**src/rtl/cpwm_pkg.sv**
```systemverilog
package cpwm_pkg;
  localparam int NUM_PHASES = 3;
  localparam int STEP_W     = 3;
  localparam int NUM_STEPS  = 6;

  typedef enum logic [1:0] {
    PM_OFF      = 2'd0,
    PM_HIGH_PWM = 2'd1,
    PM_LOW_ON   = 2'd2
  } phase_mode_e;
endpackage

```
**src/rtl/cpwm_carrier.sv**
```systemverilog
module cpwm_carrier #(
  parameter int CNT_W = 16
) (
  input  logic             clk,
  input  logic             rst_n,
  input  logic             run,
  input  logic [CNT_W-1:0] period_i,
  input  logic [CNT_W-1:0] duty_i,
  output logic             pwm_o,
  output logic             wrap_o
);
  localparam int EXT_W = CNT_W + 1;

  logic [CNT_W-1:0] cnt_q, cnt_d;
  logic [CNT_W-1:0] per_q, duty_q;
  logic             load;

  // next state
  always_comb begin
    wrap_o = (EXT_W'(cnt_q) + EXT_W'(1)) >= EXT_W'(per_q);
    load   = !run || wrap_o;
    cnt_d  = load ? '0 : cnt_q + 1'b1;
    pwm_o  = cnt_q < duty_q;
  end

  // counter register
  always_ff @(posedge clk or negedge rst_n) begin
    if (!rst_n) cnt_q <= '0;
    else        cnt_q <= cnt_d;
  end

  // shadow registers with explicit load enable
  always_ff @(posedge clk or negedge rst_n) begin
    if (!rst_n) begin
      per_q  <= '0;
      duty_q <= '0;
    end else if (load) begin
      per_q  <= period_i;
      duty_q <= duty_i;
    end
  end

  AST_CNT_BELOW_PERIOD: assert property (@(posedge clk) disable iff (!rst_n)
    (run && per_q != '0) |-> (cnt_q < per_q));

  AST_SHADOW_HOLD: assert property (@(posedge clk) disable iff (!rst_n)
    (run && !wrap_o) |=> ($stable(per_q) && $stable(duty_q)));

  AST_IDLE_CNT_ZERO: assert property (@(posedge clk) disable iff (!rst_n)
    !run |=> (cnt_q == '0));
endmodule

```
**src/rtl/cpwm_step_decode.sv**
```systemverilog
module cpwm_step_decode
  import cpwm_pkg::*;
(
  input  logic              run,
  input  logic [STEP_W-1:0] step_i,
  output phase_mode_e       mode_o [NUM_PHASES]
);
  logic [NUM_PHASES-1:0] hi_sel;
  logic [NUM_PHASES-1:0] lo_sel;

  always_comb begin
    hi_sel = '0;
    lo_sel = '0;
    case (step_i)
      3'd0: begin hi_sel = 3'b001; lo_sel = 3'b010; end
      3'd1: begin hi_sel = 3'b001; lo_sel = 3'b100; end
      3'd2: begin hi_sel = 3'b010; lo_sel = 3'b100; end
      3'd3: begin hi_sel = 3'b010; lo_sel = 3'b001; end
      3'd4: begin hi_sel = 3'b100; lo_sel = 3'b001; end
      3'd5: begin hi_sel = 3'b100; lo_sel = 3'b010; end
      default: begin hi_sel = '0; lo_sel = '0; end
    endcase
    if (!run) begin
      hi_sel = '0;
      lo_sel = '0;
    end
  end

  for (genvar p = 0; p < NUM_PHASES; p++) begin : g_mode
    always_comb begin
      if (lo_sel[p])      mode_o[p] = PM_LOW_ON;
      else if (hi_sel[p]) mode_o[p] = PM_HIGH_PWM;
      else                mode_o[p] = PM_OFF;
    end
  end
endmodule

```
**src/rtl/cpwm_dead_band.sv**
```systemverilog
module cpwm_dead_band #(
  parameter int DT_W = 8
) (
  input  logic            clk,
  input  logic            rst_n,
  input  logic [DT_W-1:0] dead_i,
  input  logic            hi_req_i,
  input  logic            lo_req_i,
  output logic            hi_o,
  output logic            lo_o
);
  logic            hi_q, hi_d;
  logic            lo_q, lo_d;
  logic            last_hi_q, last_hi_d;
  logic [DT_W-1:0] gap_q, gap_d;
  logic            gap_ok;

  // next state
  always_comb begin
    gap_ok = gap_q >= dead_i;
    hi_d   = hi_req_i && !lo_q && (last_hi_q || gap_ok);
    lo_d   = lo_req_i && !hi_req_i && !hi_q && (!last_hi_q || gap_ok);
    if (hi_q || lo_q)       gap_d = '0;
    else if (gap_q != '1)   gap_d = gap_q + 1'b1;
    else                    gap_d = gap_q;
    if (hi_q)               last_hi_d = 1'b1;
    else if (lo_q)          last_hi_d = 1'b0;
    else                    last_hi_d = last_hi_q;
  end

  // registers
  always_ff @(posedge clk or negedge rst_n) begin
    if (!rst_n) begin
      hi_q      <= 1'b0;
      lo_q      <= 1'b0;
      last_hi_q <= 1'b0;
      gap_q     <= '1;
    end else begin
      hi_q      <= hi_d;
      lo_q      <= lo_d;
      last_hi_q <= last_hi_d;
      gap_q     <= gap_d;
    end
  end

  assign hi_o = hi_q;
  assign lo_o = lo_q;

  AST_LO_FALL_HI_OFF: assert property (@(posedge clk) disable iff (!rst_n)
    $fell(lo_q) |-> !hi_q);

  AST_HI_FALL_GAP: assert property (@(posedge clk) disable iff (!rst_n)
    ((dead_i != '0) && $fell(hi_q)) |=> !lo_q);
endmodule

```
**src/rtl/commutated_pwm6.sv**
```systemverilog
module commutated_pwm6
  import cpwm_pkg::*;
#(
  parameter int CNT_W = 16,
  parameter int DT_W  = 8
) (
  input  logic                  clk,
  input  logic                  rst_n,
  input  logic                  run_en,
  input  logic [CNT_W-1:0]      period_cfg,
  input  logic [CNT_W-1:0]      duty_cfg,
  input  logic [DT_W-1:0]       dead_cfg,
  input  logic [STEP_W-1:0]     comm_step,
  output logic [NUM_PHASES-1:0] gate_hi,
  output logic [NUM_PHASES-1:0] gate_lo
);
  logic                  pwm;
  logic                  wrap;
  phase_mode_e           mode [NUM_PHASES];
  logic [NUM_PHASES-1:0] off_vec;

  cpwm_carrier #(.CNT_W(CNT_W)) u_carrier (
    .clk      (clk),
    .rst_n    (rst_n),
    .run      (run_en),
    .period_i (period_cfg),
    .duty_i   (duty_cfg),
    .pwm_o    (pwm),
    .wrap_o   (wrap)
  );

  cpwm_step_decode u_decode (
    .run    (run_en),
    .step_i (comm_step),
    .mode_o (mode)
  );

  for (genvar p = 0; p < NUM_PHASES; p++) begin : g_phase
    logic hi_req;
    logic lo_req;

    always_comb begin
      hi_req     = (mode[p] == PM_HIGH_PWM) && pwm;
      lo_req     = (mode[p] == PM_LOW_ON);
      off_vec[p] = (mode[p] == PM_OFF);
    end

    cpwm_dead_band #(.DT_W(DT_W)) u_dead (
      .clk      (clk),
      .rst_n    (rst_n),
      .dead_i   (dead_cfg),
      .hi_req_i (hi_req),
      .lo_req_i (lo_req),
      .hi_o     (gate_hi[p]),
      .lo_o     (gate_lo[p])
    );
  end

  AST_ONE_PHASE_FLOATS: assert property (@(posedge clk) disable iff (!rst_n)
    (run_en && comm_step < 3'(NUM_STEPS)) |-> ($countones(off_vec) == 1));

  AST_IDLE_ALL_OFF: assert property (@(posedge clk) disable iff (!rst_n)
    (!run_en || comm_step >= 3'(NUM_STEPS)) |=> (gate_hi == '0 && gate_lo == '0));

  AST_NO_SHOOT_THROUGH: assert property (@(posedge clk) disable iff (!rst_n)
    (gate_hi & gate_lo) == '0);

  AST_WRAP_ZEROES: assert property (@(posedge clk) disable iff (!rst_n)
    (run_en && wrap) |=> (u_carrier.cnt_q == '0));
endmodule

```
**config.mk**
```make
export PLATFORM = sky130hd
export DESIGN_NAME = commutated_pwm6
export DESIGN_NICKNAME = d
export VERILOG_FILES = /design/src/rtl/cpwm_pkg.sv /design/src/rtl/cpwm_carrier.sv /design/src/rtl/cpwm_step_decode.sv /design/src/rtl/cpwm_dead_band.sv /design/src/rtl/commutated_pwm6.sv
export SDC_FILE = /design/constraint.sdc
export NUM_CORES = 1
export LEC_CHECK = 0
export BUFFER_PORTS_ARGS = -buffer_cell sky130_fd_sc_hd__buf_2
export CAP_MARGIN = 20
export CORE_ASPECT_RATIO = 0.6
export CORE_MARGIN = 2
export CORE_UTILIZATION = 50
export CTS_BUF_LIST = sky130_fd_sc_hd__clkbuf_4 sky130_fd_sc_hd__clkbuf_8 sky130_fd_sc_hd__clkbuf_16
export CTS_CLUSTER_SIZE = 25
export DETAILED_ROUTE_END_ITERATION = 8
export HOLD_SLACK_MARGIN = 0.02
export MAX_ROUTING_LAYER = met4
export PLACE_DENSITY = 0.8
export SLEW_MARGIN = 20
export SYNTH_ARGS = -nofsm -noshare
export SYNTH_HDL_FRONTEND = slang
export SYNTH_SLANG_ARGS = --single-unit
export TNS_END_PERCENT = 10
```
**constraint.sdc**
```tcl
create_clock -name clk -period 6.1 [get_ports clk]
set_clock_uncertainty 0.2 [all_clocks]
set_input_delay 1.22 -clock clk [delete_from_list [all_inputs] [get_ports clk]]
set_output_delay 1.22 -clock clk [all_outputs]
set_load 0.05 [all_outputs]
```
Yosys cells after proc, flatten, opt, wreduce, memory -nomap -nowiden:

Index checks and enable logic that the tools add are counted.

* $add $sub $neg: 5
* $lt $le $gt $ge: 5
* equality and inequality tests: 14
* muxes and demuxes: 23
* reductions and logical operators: 54

Operators by type and width (count)
* $mux W8: 6
* $add A8 B1 Y8 const B: 3
* $ge A8 B8 Y1: 3
* $ne A8 B8 Y1 const B: 3
* $logic_and A1 B1 Y1: 18
* $pmux W3 S3: 2
* $add A16 B1 Y17 const B: 1
* $ge A17 B16 Y1: 1
* $add A16 B1 Y16 const B: 1
* $lt A16 B16 Y1: 1
* $mux W16: 1
* $logic_not A1 Y1: 13
* $reduce_bool A2 Y1: 6
* $reduce_or A2 Y1: 6
* $logic_or A1 B1 Y1: 10
* $mux W1: 9
* $eq A2 B1 Y1 const B: 3
* $eq A2 B2 Y1 const B: 3
* $eq A3 B2 Y1 const B: 2
* $eq A3 B3 Y1 const B: 2
* $mux W2: 3
* $mux W3: 2
* $eq A3 B1 Y1 const B: 1
* $logic_not A3 Y1: 1

* register bits after elaboration: 81
* input bits: 46
* output and inout bits: 6
* word-level logic and storage cells: 116

Logic depth before layout (Yosys ltp):

* depth after elaboration: 12
* gate-level depth with buffers: 13
* gate-level depth less buffers: 11

Cells and area by module:

From an unflattened synthesis, not the netlist that was laid out.

* cells, all modules: 515
* area total of the unflattened synthesis: 5142.4 um^2

Modules (own cells, without submodules)
* cpwm_carrier: instances 1, cells an instance 255, area an instance 2800.2 um^2, seq. area each 1201.2 um^2
* cpwm_dead_band: instances 3, cells an instance 81, area an instance 740.7 um^2, seq. area each 285.3 um^2
* cpwm_step_decode: instances 1, cells an instance 11, area an instance 75.1 um^2, seq. area each 0.0 um^2
* commutated_pwm6: instances 1, cells an instance 6, area an instance 45.0 um^2, seq. area each 0.0 um^2

Worst setup path after synthesis:

Ideal clock, no wire load.

* kind: register -> register
* from: register u_carrier.cnt_q[0]
* to: register u_carrier.per_q[11]
* setup time: 125 ps
* data arrival time: 2585 ps
* required time: 5775 ps
* path slack: 3190 ps
* cell stages (with the launch flop): 14
* path buffers: 2
* clock period less this slack: 2910 ps
* cells stage by stage: dfrtp_1 > ha_1 > nand4_1 > nor2_4 > nand3_1 > xnor2_1 > ha_1 > nand4_1 > nor2_1 > a21oi_1 > o2111ai_2 > buf_6 > buf_8 > mux2_4

* longest elaborated chain between the ends: 3

Ends and longest elaborated chain
* start: declaration: line cpwm_carrier.sv:14 `logic [CNT_W-1:0] cnt_q, cnt_d;`
* start signal: assignment: line cpwm_carrier.sv:29 `else cnt_q <= cnt_d;`
* $add A16 B1 Y17: line cpwm_carrier.sv:20 `wrap_o = (EXT_W'(cnt_q) + EXT_W'(1)) >= EXT_W'(per_q);`
* $ge A17 B16 Y1: line cpwm_carrier.sv:20
* $logic_or A1 B1 Y1: line cpwm_carrier.sv:21 `load = !run || wrap_o;`
* end signal: assignment: line cpwm_carrier.sv:38 `per_q <= period_i;`
* end: declaration: line cpwm_carrier.sv:15 `logic [CNT_W-1:0] per_q, duty_q;`

No other way between the ends.
A chain may end at the register's enable or synchronous reset.

Worst setup path after layout:

* from: register u_carrier.cnt_q[0]
* to: register u_carrier.per_q[4]

The elaborated chain is that of the path after synthesis.

==> reports/metrics.cfg <==
[route]
wirelength_um=10400
vias_per_cell=5.51
wl_per_cell_um=16.0
drtIter0Drc=221
drt-pass1-iter-count=4
drt.antenna.violating_nets=0
routed-via-count=3605
drcViolationCount=0

[layout]
stdcell_count=654
antenna_cells=0
final_nets=624
fillers=782
drive_above_1_share_pct=25.2
postLayoutCoreUtil_pct=59.9
area_growth_pct=14.5

[worst_hold_path]
worstHoldPathType=register to register

[power_and_ir_drop]
max-vdd-ir-drop_uv=167
power_density_nw_per_um2=321
power_mw=1.80
leakage_nw=2.83

[timing]
drv_slew=0
tns_ns=0
hold_slack_ns=0.304
hold_viol=0
worstMarginPinSlew_ns=0.740
slew_headroom_pct=50.7
fin_crit_sh_pct=64.1
final.min_clock_period_ns=3.91
setup_viol=0
rsz0062_at_grt=false
fmaxAchievable_mhz=256

[logic_synthesis]
yosysTopAreaCellShare_pct=29.1
synth_compound_area_share_pct=9.94
ys_types=51
synthArstFlopShare_pct=100
synth_edf_count=0
syn_nets=575
synth_area_leaders=dfrtp_1, ha_1, dfstp_2, mux2_2, inv_1
synthXorXnorAreaFrac_pct=4.29
yosys.area_share.adder_pct=15.1
synth.most_common_cell=ha_1
synth_top_area_cell=dfrtp_1
syn_area_um2=4900
synth-simple-area-share_pct=14.4
synth_top_family_by_area=adder cells
avgSynthCellArea_um2=10.4
netlist_instances=470
synth.area.mux_share_pct=8.51
synth_flop_cell=dfrtp_1
ys_warn_count=0
synth_commonest_cells=ha_1, dfrtp_1, inv_1
ys_seq_elements=81
seq_area_frac_synth_pct=42.0

[clock_network]
post_cts_buffers=0
cts-buffers-inserted=9
cts_resized=0
cts_buffer_depth=2
clk_latency_ns=0.34
cts_hold_buf=0
clock-sinks=81
htree_levels=3
cts-root-buf=clkbuf_16
clkTransAtPathRegs_ns=0.06
cts_tree=done

[floorplanning]
start_util_pct=52.3
row_count=27
dieArea_um2=10600
core_um2=9360
die_x_um=132
die_h_um=80.7
io_pins=52

[status]
status=finished, final reports clean

[worst_setup_path]
crit_slowest_cell=o2111ai_4
cp.required_ns=6.13
critPathKind=register to register
cp-start-kind=register
crit_path_max_incr_delay_ns=0.60
endpoint_kind=register
path_max_fanout=28
path_cells=ha_1, nand4_1, nor2_4, nand3_1, xnor2_1, ha_1, nand4_1, nor2_1, a21oi_1, o2111ai_4, buf_4, mux2_2
crit_arrival_ns=3.94

[placement]
numPlacedInstances=638
dpl.hpwl_um=7790
port_buffers=51
routabilityCongestion=0.903

[global_route]
grt_max_degree=82
grt_pass1_wl_um=17500
grt_usage_pct=21.7
grt.overflow.total=0
grt_pass1_vias=3584
antenna_found_initial=0

[job]
maxCapViolCount=0

## layer usage
layer	GRT usage, %	vias to the layer above	part of all wire, %
met5	-	-	0
met4	6.41	0	1.0
met3	5.56	12	5.2
met2	32.8	84	44
met1	29.1	1769	50
li1	-	1740	-
## kinds of logic (layout without fill, tap and decap cells)
family                   Yosys count  after routing
AND/OR/NAND/NOR                  134            134
multiplexers                      36             36
AO/OA/AOI/OAI                     74             74
adder cells (fa/ha/maj)           59             59
XOR/XNOR                          24             24
flip-flops                        81             81
buffers and inverters             62            116
## state kept, by name (all words and copies together), names as in the netlist
name                      flops
g_phase.u_dead.gap_q         24
u_carrier.cnt_q              16
g_phase.u_dead.hi_o           3
g_phase.u_dead.last_hi_q      3
u_carrier.per_q              16
u_carrier.duty_q             16
g_phase.u_dead.lo_o           3
## final timing paths
| kind | slack [ns] | depth (start not counted) | endpoint | from |
|---|---|---|---|---|
| max in group asynchronous | 4.47 | 1 | u_carrier.cnt_q[14] | rst_n |
| setup reg to reg | 2.19 | 12 | u_carrier.per_q[4] | u_carrier.cnt_q[0] |
| setup / recovery | 2.19 | 12 | u_carrier.per_q[4] | u_carrier.cnt_q[0] |
| hold / removal | 0.30 | 1 | g_phase[1].u_dead.last_hi_q | g_phase[1].u_dead.last_hi_q |
| min in group asynchronous | 0.72 | 1 | u_carrier.cnt_q[2] | rst_n |
| hold reg to reg | 0.30 | 1 | g_phase[1].u_dead.last_hi_q | g_phase[1].u_dead.last_hi_q |
## report_power, final
part	switching, mW	internal, mW
combinational	0.202	0.173
sequential	0.0943	0.664
clock	0.224	0.442
total	0.520	1.28
## critical path: cells and delay by family (launching register included)
| kind | cells | cell delay (ns) |
|---|---|---|
| buffers and inverters | 1 | 0.46 |
| AOI/OAI and AO/OA | 2 | 0.71 |
| muxes | 1 | 0.39 |
| DFF | 1 | 0.44 |
| adders and majority gates | 2 | 0.56 |
| and+or+nand+nor | 5 | 0.85 |
| xor gates and xnor gates | 1 | 0.16 |
## area by class of cell
| class | count | area, um^2 | area share, % |
|---|---|---|---|
| inverters | 48 | 180 | 3.22 |
| multi-input cells | 327 | 2570 | 45.8 |
| clock inverters | 7 | 143 | 2.55 |
| repair buffers | 52 | 269 | 4.80 |
| clock buffers | 9 | 225 | 4.02 |
| flip-flops and latches | 81 | 2060 | 36.7 |
| well taps | 130 | 163 | 2.90 |
## per-stage QoR
step	setup slack, ns	cell area (um^2)
floorplan	3.19	4900
global placement	2.43	5230
global route	1.93	5600
CTS	2.21	5600
finish	2.19	5600
detailed placement	2.22	5230
## layout by cell type (no fill, tap or decap), types with 15 or more instances in the layout
| master | instances |
|---|---|
| buf_2 | 50 |
| ha_1 | 59 |
| nand3_1 | 15 |
| nor2b_1 | 16 |
| dfstp_2 | 24 |
| nand2_1 | 19 |
| nor2_1 | 32 |
| a21oi_1 | 21 |
| o21ai_0 | 16 |
| inv_1 | 48 |
| mux2_2 | 29 |
| dfrtp_1 | 57 |
No activity file was read; power rests on OpenSTA's default activity.
